--- src/rtl/otp_cmd_pkg.sv ---
`timescale 1ns/1ps
package otp_cmd_pkg;

  typedef enum logic [2:0] {
    STAT_IDLE    = 3'd0,
    STAT_INIT    = 3'd1,
    STAT_ERROR   = 3'd2,
    STAT_RD_PEND = 3'd3,
    STAT_WR_PEND = 3'd4
  } stat_e;

  typedef enum logic [2:0] {
    ERR_NONE      = 3'd0,
    ERR_NO_INIT   = 3'd1,
    ERR_BAD_CMD   = 3'd2,
    ERR_RD_CORR   = 3'd3,
    ERR_RD_UNCORR = 3'd4,
    ERR_RD_FAIL   = 3'd5,
    ERR_WR_FAIL   = 3'd6,
    ERR_ESC       = 3'd7
  } err_e;

  typedef enum logic [1:0] {
    SQ_IDLE = 2'd0,
    SQ_RD   = 2'd1,
    SQ_WR   = 2'd2
  } seq_e;

endpackage

--- src/rtl/otp_part_map.sv ---
`timescale 1ns/1ps
module otp_part_map #(
  parameter int AW       = 11,
  parameter int NUM_PART = 4,
  parameter logic [NUM_PART*AW-1:0] PART_BASE = {11'h640, 11'h600, 11'h300, 11'h000},
  parameter logic [NUM_PART*AW-1:0] PART_SIZE = {11'h040, 11'h040, 11'h300, 11'h300},
  parameter logic [NUM_PART-1:0]    PART_WIDE = 4'b1100
) (
  input  logic [AW-1:0] addr_i,
  output logic          hit_o,
  output logic          wide_o
);

  logic [NUM_PART-1:0] match;
  logic [AW:0]         addr_ext;

  assign addr_ext = {1'b0, addr_i};

  for (genvar g = 0; g < NUM_PART; g++) begin : g_part
    localparam logic [AW:0] LO = {1'b0, PART_BASE[g*AW +: AW]};
    localparam logic [AW:0] HI = LO + {1'b0, PART_SIZE[g*AW +: AW]};
    assign match[g] = (addr_ext >= LO) && (addr_ext < HI);
  end

  // lowest-numbered matching partition decides the granule
  always_comb begin
    hit_o  = |match;
    wide_o = 1'b0;
    for (int i = NUM_PART - 1; i >= 0; i--) begin
      if (match[i]) wide_o = PART_WIDE[i];
    end
  end

endmodule

--- src/rtl/otp_init_ctr.sv ---
`timescale 1ns/1ps
module otp_init_ctr #(
  parameter int INIT_CYCLES = 8
) (
  input  logic clk,
  input  logic rst,
  input  logic start_i,
  input  logic abort_i,
  output logic busy_o,
  output logic last_o
);

  localparam int CW = (INIT_CYCLES < 2) ? 1 : $clog2(INIT_CYCLES);

  logic [CW-1:0] cnt_q;

  always_ff @(posedge clk) begin
    if (rst) begin
      busy_o <= 1'b0;
      cnt_q  <= '0;
    end else if (abort_i) begin
      busy_o <= 1'b0;
      cnt_q  <= '0;
    end else if (start_i) begin
      busy_o <= 1'b1;
      cnt_q  <= CW'(INIT_CYCLES - 1);
    end else if (busy_o) begin
      if (cnt_q == '0) busy_o <= 1'b0;
      else             cnt_q  <= cnt_q - 1'b1;
    end
  end

  assign last_o = busy_o && (cnt_q == '0) && !abort_i;

endmodule

--- src/rtl/otp_err_track.sv ---
`timescale 1ns/1ps
module otp_err_track
  import otp_cmd_pkg::*;
(
  input  logic clk,
  input  logic rst,
  input  logic esc_i,
  input  logic set_i,
  input  err_e code_i,
  input  logic clr_i,
  input  logic init_done_i,
  output err_e err_o,
  output logic irq_o,
  output logic fatal_o,
  output logic escalated_o
);

  err_e err_q;

  always_ff @(posedge clk) begin
    if (rst) begin
      err_q <= ERR_NONE;
      irq_o <= 1'b0;
    end else begin
      irq_o <= 1'b0;
      if (err_q == ERR_ESC) begin
        err_q <= ERR_ESC;
      end else if (esc_i) begin
        err_q <= ERR_ESC;
        irq_o <= 1'b1;
      end else if (fatal_o) begin
        err_q <= err_q;
      end else if (set_i) begin
        err_q <= code_i;
        irq_o <= 1'b1;
      end else if (clr_i) begin
        err_q <= ERR_NONE;
      end else if (init_done_i && err_q == ERR_NO_INIT) begin
        err_q <= ERR_NONE;
      end
    end
  end

  assign err_o       = err_q;
  assign fatal_o     = (err_q == ERR_RD_FAIL) || (err_q == ERR_WR_FAIL);
  assign escalated_o = (err_q == ERR_ESC);

endmodule

--- src/rtl/otp_cmd_seq.sv ---
`timescale 1ns/1ps
module otp_cmd_seq
  import otp_cmd_pkg::*;
#(
  parameter int AW          = 11,
  parameter int DW          = 32,
  parameter int NUM_PART    = 4,
  parameter logic [NUM_PART*AW-1:0] PART_BASE = {11'h640, 11'h600, 11'h300, 11'h000},
  parameter logic [NUM_PART*AW-1:0] PART_SIZE = {11'h040, 11'h040, 11'h300, 11'h300},
  parameter logic [NUM_PART-1:0]    PART_WIDE = 4'b1100,
  parameter int INIT_CYCLES = 8
) (
  input  logic            clk,
  input  logic            rst,
  input  logic            init_i,
  input  logic            esc_i,
  input  logic            cmd_we_i,
  input  logic [1:0]      cmd_i,
  input  logic [AW-1:0]   addr_i,
  input  logic [DW-1:0]   wdata0_i,
  input  logic [DW-1:0]   wdata1_i,
  output logic [DW-1:0]   rdata0_o,
  output logic [DW-1:0]   rdata1_o,
  output logic [2:0]      status_o,
  output logic [2:0]      err_o,
  output logic            done_irq_o,
  output logic            err_irq_o,
  output logic            mem_req_o,
  output logic            mem_we_o,
  output logic            mem_wide_o,
  output logic [AW-1:0]   mem_addr_o,
  output logic [2*DW-1:0] mem_wdata_o,
  input  logic            mem_ack_i,
  input  logic [2*DW-1:0] mem_rdata_i,
  input  logic            mem_corr_i,
  input  logic            mem_uncorr_i,
  input  logic            mem_fail_i
);

  localparam int NB_NARROW = $clog2(DW / 8);
  localparam int NB_WIDE   = NB_NARROW + 1;
  localparam logic [AW-1:0] MASK_NARROW = AW'((1 << NB_NARROW) - 1);
  localparam logic [AW-1:0] MASK_WIDE   = AW'((1 << NB_WIDE) - 1);

  seq_e sq_q;
  logic inited_q;
  logic init_busy, init_last, init_go;
  logic hit, wide;
  err_e err_cur, set_code, cmp_code, cmd_code;
  logic fatal, escalated, err_irq;
  logic cmd_seen, op_busy, blocked, accept, complete;
  logic cmp_set, cmd_set;

  otp_part_map #(
    .AW(AW), .NUM_PART(NUM_PART),
    .PART_BASE(PART_BASE), .PART_SIZE(PART_SIZE), .PART_WIDE(PART_WIDE)
  ) u_map (
    .addr_i (addr_i),
    .hit_o  (hit),
    .wide_o (wide)
  );

  otp_init_ctr #(.INIT_CYCLES(INIT_CYCLES)) u_init (
    .clk     (clk),
    .rst     (rst),
    .start_i (init_go),
    .abort_i (esc_i),
    .busy_o  (init_busy),
    .last_o  (init_last)
  );

  // command decode and completion classification
  always_comb begin
    cmd_seen = cmd_we_i && (cmd_i != 2'b00);
    op_busy  = (sq_q != SQ_IDLE);
    blocked  = escalated || fatal;
    complete = op_busy && mem_ack_i && !esc_i;

    cmp_set  = 1'b0;
    cmp_code = ERR_NONE;
    if (complete) begin
      if (mem_fail_i) begin
        cmp_set  = 1'b1;
        cmp_code = (sq_q == SQ_RD) ? ERR_RD_FAIL : ERR_WR_FAIL;
      end else if (sq_q == SQ_RD && mem_uncorr_i) begin
        cmp_set  = 1'b1;
        cmp_code = ERR_RD_UNCORR;
      end else if (sq_q == SQ_RD && mem_corr_i) begin
        cmp_set  = 1'b1;
        cmp_code = ERR_RD_CORR;
      end
    end

    cmd_set  = 1'b0;
    cmd_code = ERR_BAD_CMD;
    accept   = 1'b0;
    if (cmd_seen && !blocked) begin
      if (cmd_i == 2'b11 || op_busy) begin
        cmd_set = 1'b1;
      end else if (!inited_q || init_busy) begin
        cmd_set  = 1'b1;
        cmd_code = ERR_NO_INIT;
      end else if (!hit) begin
        cmd_set = 1'b1;
      end else begin
        accept = 1'b1;
      end
    end

    set_code = cmp_set ? cmp_code : cmd_code;
    init_go  = init_i && !escalated && !op_busy && !init_busy && !accept && !esc_i;
  end

  otp_err_track u_err (
    .clk         (clk),
    .rst         (rst),
    .esc_i       (esc_i),
    .set_i       (cmp_set || cmd_set),
    .code_i      (set_code),
    .clr_i       (accept),
    .init_done_i (init_last),
    .err_o       (err_cur),
    .irq_o       (err_irq),
    .fatal_o     (fatal),
    .escalated_o (escalated)
  );

  always_ff @(posedge clk) begin
    if (rst) begin
      inited_q <= 1'b0;
    end else if (init_go) begin
      inited_q <= 1'b0;
    end else if (init_last) begin
      inited_q <= 1'b1;
    end
  end

  // access sequencer
  always_ff @(posedge clk) begin
    if (rst) begin
      sq_q        <= SQ_IDLE;
      mem_req_o   <= 1'b0;
      mem_we_o    <= 1'b0;
      mem_wide_o  <= 1'b0;
      mem_addr_o  <= '0;
      mem_wdata_o <= '0;
      rdata0_o    <= '0;
      rdata1_o    <= '0;
      done_irq_o  <= 1'b0;
    end else begin
      done_irq_o <= 1'b0;
      if (esc_i) begin
        sq_q      <= SQ_IDLE;
        mem_req_o <= 1'b0;
      end else if (accept) begin
        sq_q        <= cmd_i[0] ? SQ_RD : SQ_WR;
        mem_req_o   <= 1'b1;
        mem_we_o    <= cmd_i[1];
        mem_wide_o  <= wide;
        mem_addr_o  <= addr_i & ~(wide ? MASK_WIDE : MASK_NARROW);
        mem_wdata_o <= {(wide ? wdata1_i : {DW{1'b0}}), wdata0_i};
      end else if (complete) begin
        sq_q       <= SQ_IDLE;
        mem_req_o  <= 1'b0;
        done_irq_o <= 1'b1;
        if (sq_q == SQ_RD && !mem_fail_i) begin
          rdata0_o <= mem_rdata_i[DW-1:0];
          if (mem_wide_o) rdata1_o <= mem_rdata_i[2*DW-1:DW];
        end
      end
    end
  end

  always_comb begin
    if (escalated)               status_o = STAT_ERROR;
    else if (init_busy)          status_o = STAT_INIT;
    else if (sq_q == SQ_RD)      status_o = STAT_RD_PEND;
    else if (sq_q == SQ_WR)      status_o = STAT_WR_PEND;
    else if (err_cur != ERR_NONE) status_o = STAT_ERROR;
    else                         status_o = STAT_IDLE;
  end

  assign err_o     = err_cur;
  assign err_irq_o = err_irq;

endmodule

--- config.mk ---
export PLATFORM = sky130hd
export DESIGN_NAME = otp_cmd_seq
export DESIGN_NICKNAME = d
export VERILOG_FILES = /design/src/rtl/otp_cmd_pkg.sv /design/src/rtl/otp_part_map.sv /design/src/rtl/otp_init_ctr.sv /design/src/rtl/otp_err_track.sv /design/src/rtl/otp_cmd_seq.sv
export SDC_FILE = /design/constraint.sdc
export NUM_CORES = 1
export LEC_CHECK = 0
export BUFFER_PORTS_ARGS = -buffer_cell sky130_fd_sc_hd__buf_2
export CORE_MARGIN = 4
export CORE_UTILIZATION = 48
export CTS_CLUSTER_DIAMETER = 50
export DETAILED_ROUTE_END_ITERATION = 10
export PLACE_DENSITY = 0.85
export SLEW_MARGIN = 15
export SYNTH_ARGS = -nofsm -noshare
export SYNTH_HDL_FRONTEND = slang
export SYNTH_SLANG_ARGS = --single-unit
--- constraint.sdc ---
create_clock -name clk -period 3.9 [get_ports clk]
set_clock_uncertainty 0.1 [all_clocks]
set_input_delay 0.78 -clock clk [delete_from_list [all_inputs] [get_ports clk]]
set_output_delay 0.78 -clock clk [all_outputs]
set_load 0.05 [all_outputs]
# After elaboration in Yosys (flattened, before gate mapping)
# Cells that the tools add are included.
# W data, S select, Z words.
# word_totals
reg_bits	154
in_bits	150
word_cells	138
# op_classes
add_sub_neg	1
magnitude_cmp	8
eq_ne	9
n_mux	53
bitwise	4
reduce_logical	49
# ops
operator	n
$mux W3	18
$lt A11 B11 Y1 const B	3
$mux W32	1
$mux W1	25
$ge A11 B11 Y1 const B	2
$logic_and A1 B1 Y1	19
$mux W2	9
$and A11 B11 Y11	1
$ge A11 B1 Y1 const B	1
$ge A11 B10 Y1 const B	1
$lt A11 B10 Y1 const B	1
$not A3 Y11	1
$eq A3 B3 Y1 const B	3
$logic_not A1 Y1	8
$reduce_bool A2 Y1	4
$reduce_and A2 Y1	3
$reduce_or A2 Y1	3
$logic_or A1 B1 Y1	5
$reduce_and A5 Y1	1
$reduce_bool A5 Y1	1
$eq A2 B2 Y1 const B	2
$reduce_and A4 Y1	1
$reduce_or A4 Y1	1
$eq A3 B1 Y1 const B	1
8 further kinds	9

# Depth between registers and ports, before layout
# logic_depth
ltp_word	12
ltp_mapped	8
mapped_depth_nobuf	7

# Cells and area by module
# A second synthesis with hierarchy kept.
# hier_totals
hier_cells	723
area_unflattened_um2	6373.6
# modules_own_cells
module	instances	cells_per_inst	area_per_inst_um2	seq_area_each_um2
otp_cmd_seq	1	673	5870.6	2882.8
otp_err_track	1	26	259.0	80.1
otp_init_ctr	1	22	224.0	80.1
otp_part_map	1	2	20.0	0.0

# Worst setup path before layout
# No wires, ideal clock.
# synth_path
kind	register to output
from	reg u_err.err_q[2], in the netlist u_err.err_o[2]
to	out status_o[2]
arrival_time_ns	2.271
setup_slack_ns	0.749
stages_incl_launch_ff	3
path_cell_list	dfxtp_1 -> and3_1 -> nor4_1
# synth_via
elab_chain_cells	2
# synth_lines
element	line	source
start, declared	otp_err_track.sv:18	err_e err_q;
start signal, assigned	otp_err_track.sv:32	err_q <= err_q;
start signal, assigned	otp_err_track.sv:34	err_q <= code_i;
$eq A3 B3 Y1	otp_err_track.sv:46	assign escalated_o = (err_q == ERR_ESC);
$mux W3	otp_cmd_seq.sv:175	if (escalated) status_o = STAT_ERROR;
end, declared	otp_cmd_seq.sv:24	output logic [2:0] status_o,
# Every way passes these cells.

# Worst setup path in the final report
# layout_path
from	in cmd_i[0]
to	reg mem_wdata_o[37]
# layout_via
elab_chain_cells	5
word_cells_on_any_way	8
# layout_lines
element	line	source
start, declared	otp_cmd_seq.sv:18	input logic [1:0] cmd_i,
$eq A2 B2 Y1 or $reduce_bool A2 Y1 (tied branches)	otp_cmd_seq.sv:98, otp_cmd_seq.sv:74	
$logic_or A1 B1 Y1 or $logic_and A1 B1 Y1 (tied branches)	otp_cmd_seq.sv:98, otp_cmd_seq.sv:74	
$mux W1 or $logic_and A1 B1 Y1 (tied branches)	otp_cmd_seq.sv:98, otp_cmd_seq.sv:97	
$mux W1 *	otp_cmd_seq.sv:97	if (cmd_seen && !blocked) begin
$reduce_and A2 Y1 (no line) *	-	
end signal, assigned	otp_cmd_seq.sv:161	mem_wdata_o <= {(wide ? wdata1_i : {DW{1'b0}}), wdata0_i};
end, declared	otp_cmd_seq.sv:32	output logic [2*DW-1:0] mem_wdata_o,
# Mark *: on every way between the ends. The rest lies on a longest branch, timed or not.
# A chain may end at the register's enable or synchronous reset.

==> impl_metrics.toml <==
[route]
vias = 5774
wl_um = 17000
drt_iter0_drc = 393
wl_per_cell_um = 15.3
vias_per_cell = 5.20
ant_nets = 0
dr.pass1.iters = 5
drc = 0

[floorplan]
top_level_ports = 300
fp.coreArea_um2 = 11400
start_util = 0.491
row_count = 39
die_area_um2 = 13500
die_h_um = 116
die_x_um = 116

[critical_path]
r2r-end = "mem_wdata_o[37]"
cp-startpoint = "cmd_i[0]"
critical_path.endpoint_type = "flop"
critPathLaunchType = "input port"
path_max_fanout = 62
ff2ff_setup_slack_ns = 1.33
reg2regPathDepth = 6
slowest_stage = "or3_2"
endpoint = "mem_wdata_o[37]"
setup.worst_path.class = "in2reg"
reg2reg_from = "u_err.err_o[1]"
cp.required_ns = 4.06
crit_chain = "buf_2 > a21boi_1 > nand4bb_4 > or3_2 > buf_4 > a22oi_1 > nor2_1"
cpPeakStageDelay_ns = 0.61
cp.arrival_ns = 2.80

[power]
pwr-share-seq = 0.456
p_per_area_nw_per_um2 = 445
ir_worst_vdd_mv = 0.290
switchingPower_mw = 0.747
p_int_mw = 2.69
clockPowerShare = 0.491
swShare = 0.217
combPwrFrac = 0.054
leakage_nw = 3.46

[clocking]
root_buffer = "clkbuf_16"
cts_tree = "built"
cts_made_buffers = 17
clk_pin_slew_worst_paths_ns = 0.06
clock-sinks = 152
cts.path.max_buffers = 2
post_cts_buffers = 0
clk_latency_ns = 0.42
htree_levels = 4
postCtsResizedCells = 0
hold_buffers = 0

[sta]
hold_violations = 0
fin_crit_sh = 0.676
timing.fmax_mhz = 379
slew_violations = 0
tightest_slew_ns = 0.850
setup-tns-final_ns = 0
setup_ws_ns = 1.26
setup_viol = 0
fin_crit_ns = 2.64
rsz0062_at_grt = "no"
slew_headroom = 0.434

[finish]
area_growth_pct = 37.8
n_antenna_cell = 0
fin_nets = 1106
design_area_um2 = 7730
layout-drive-gt1-share = 0.356
fin_cells = 1110

[global_routing]
grt_max_degree = 84
grt_pass1_wl_um = 25700
grt_pass1_vias = 5307
grt_usage = 0.242
overflow = 0
antenna_found_initial = 0

[placement]
gp_congestion = 0.882
placed_area_um2 = 7110
io_buffers = 295
dp_hpwl_um = 12000
place_ws_ns = 0.886
dp.cells = 1078

[logic_synthesis]
async_flop_share = 0
synthTopCellsByCount = "215 x nand2_1, 152 x dfxtp_1, 117 x a21oi_1"
yosysMostFrequentCell = "nand2_1"
synth_top_family_by_area = "simple AND/OR/NAND/NOR gates"
ys_seq_area_frac = 0.542
yosys.area_share.simple = 0.218
ys_types = 48
synth_ff_type = "dfxtp_1"
synthXorXnorAreaFrac = 0.00468
muxShareOfSynthArea = 0.00357
syn_area_um2 = 5610
synth-edff-count = 0
yosys.area.top_type_share = 0.542
yosys.area.top_type = "dfxtp_1"
synthAdderAreaFrac = 0.00446
synth_area_per_cell_um2 = 8.24
ys_warn_count = 0
synthTopCellsByArea = "dfxtp_1 54%, nand2_1 14%, a21oi_1 10%"
ys_seq_elements = 152
synthCells = 681
synth-compound-area-share = 0.179

[worst_hold_path]
hp-class = "reg2reg"

[run]
max_cap_violations = 0

[run_status]
run_status = "completed"
[layout make-up]
cell class,instances,area [µm²]
flip-flops and latches,152,3040
multi-input cells,474,2310
inverters,5,18.8
clock buffers,21,470
well taps,143,179
repair buffers,304,1560
clock inverters,11,145
fillers,943,3690
[critical path, delay by kind of cell]
kind | cells | cell delay [ns]
AOI/OAI and AO/OA | 2 | 0.60
and+or+nand+nor | 3 | 0.86
buffers and inverters | 2 | 0.50
[worst min path at each step]
stage,from,end,slack (ns),cells after the start
CTS,rdata0_o[13],rdata0_o[13],0.35,2
global placement,rdata0_o[23],rdata0_o[23],0.34,2
global route,mem_wdata_o[1],mem_wdata_o[1],0.37,2
detailed placement,mem_wdata_o[1],mem_wdata_o[1],0.34,2
finish,rdata0_o[29],rdata0_o[29],0.35,2
floorplan,u_init.cnt_q[1],u_init.cnt_q[1],0.41,2
[registers in the layout (all words and copies together) (netlist names)]
register,flops
mem_wdata_o,64
rdata0_o,32
rdata1_o,32
mem_addr_o,9
u_err.err_o,3
u_init.cnt_q,3
sq_q,2
done_irq_o,1
inited_q,1
mem_req_o,1
mem_we_o,1
mem_wide_o,1
u_err.irq_o,1
u_init.busy_o,1
[routing by layer]
metal | GRT usage | vias to the layer above | part of all wire
li1 | - | 2810 | -
met1 | 0.270 | 2633 | 0.36
met2 | 0.418 | 278 | 0.51
met3 | 0.0756 | 53 | 0.090
met4 | 0.116 | 0 | 0.039
met5 | 0 | - | 0
[cell usage in the layout, fill, tap and decap left out, types with 2 or more instances in the layout]
master,instances
a2111oi_0,2
a211oi_1,2
a21oi_1,117
a22oi_1,32
a311o_1,2
buf_2,294
buf_4,9
bufinv_16,3
clkbuf_16,17
clkbuf_8,3
clkinv_2,3
clkinvlp_4,3
conb_1,2
dfxtp_1,152
ha_1,2
inv_1,5
mux2i_1,2
nand2_1,215
nand2b_1,3
nand3_1,2
nor2_1,44
nor2b_1,4
nor3_1,3
nor3_4,3
nor3b_1,3
o21ai_0,7
o21bai_1,2
or2_2,2
xnor2_1,2
[cell families (layout without fill, tap and decap cells)]
family	count (synthesis)	in the layout
AO/OA/AOI/OAI	174	174
XOR/XNOR	3	3
adder cells (fa/ha/maj)	2	2
buffers and inverters	56	341
flip-flops	152	152
multiplexers	2	2
other	1	2
AND/OR/NAND/NOR	291	291
[per-stage QoR]
step           total power, mW  hold WS, ns   util
2_1_floorplan             1.69        0.408      -
3_3_place_gp              1.78        0.338  0.623
3_5_place_dp              1.78        0.343  0.623
4_1_cts                   3.46        0.351  0.677
5_1_grt                   3.55        0.367  0.677
6_report                  3.44        0.349  0.677
[power groups by stage]
| stage | Clock [mW] | Combinational (mW) | Sequential (mW) |
|---|---|---|---|
| after floorplan | 0 | 0.0715 | 1.62 |
| after global placement | 0 | 0.181 | 1.60 |
| after detailed placement | 0 | 0.182 | 1.60 |
| after CTS | 1.71 | 0.184 | 1.57 |
| after global routing | 1.78 | 0.200 | 1.57 |
| final | 1.69 | 0.184 | 1.57 |
(Power assumes the default switching activity.)
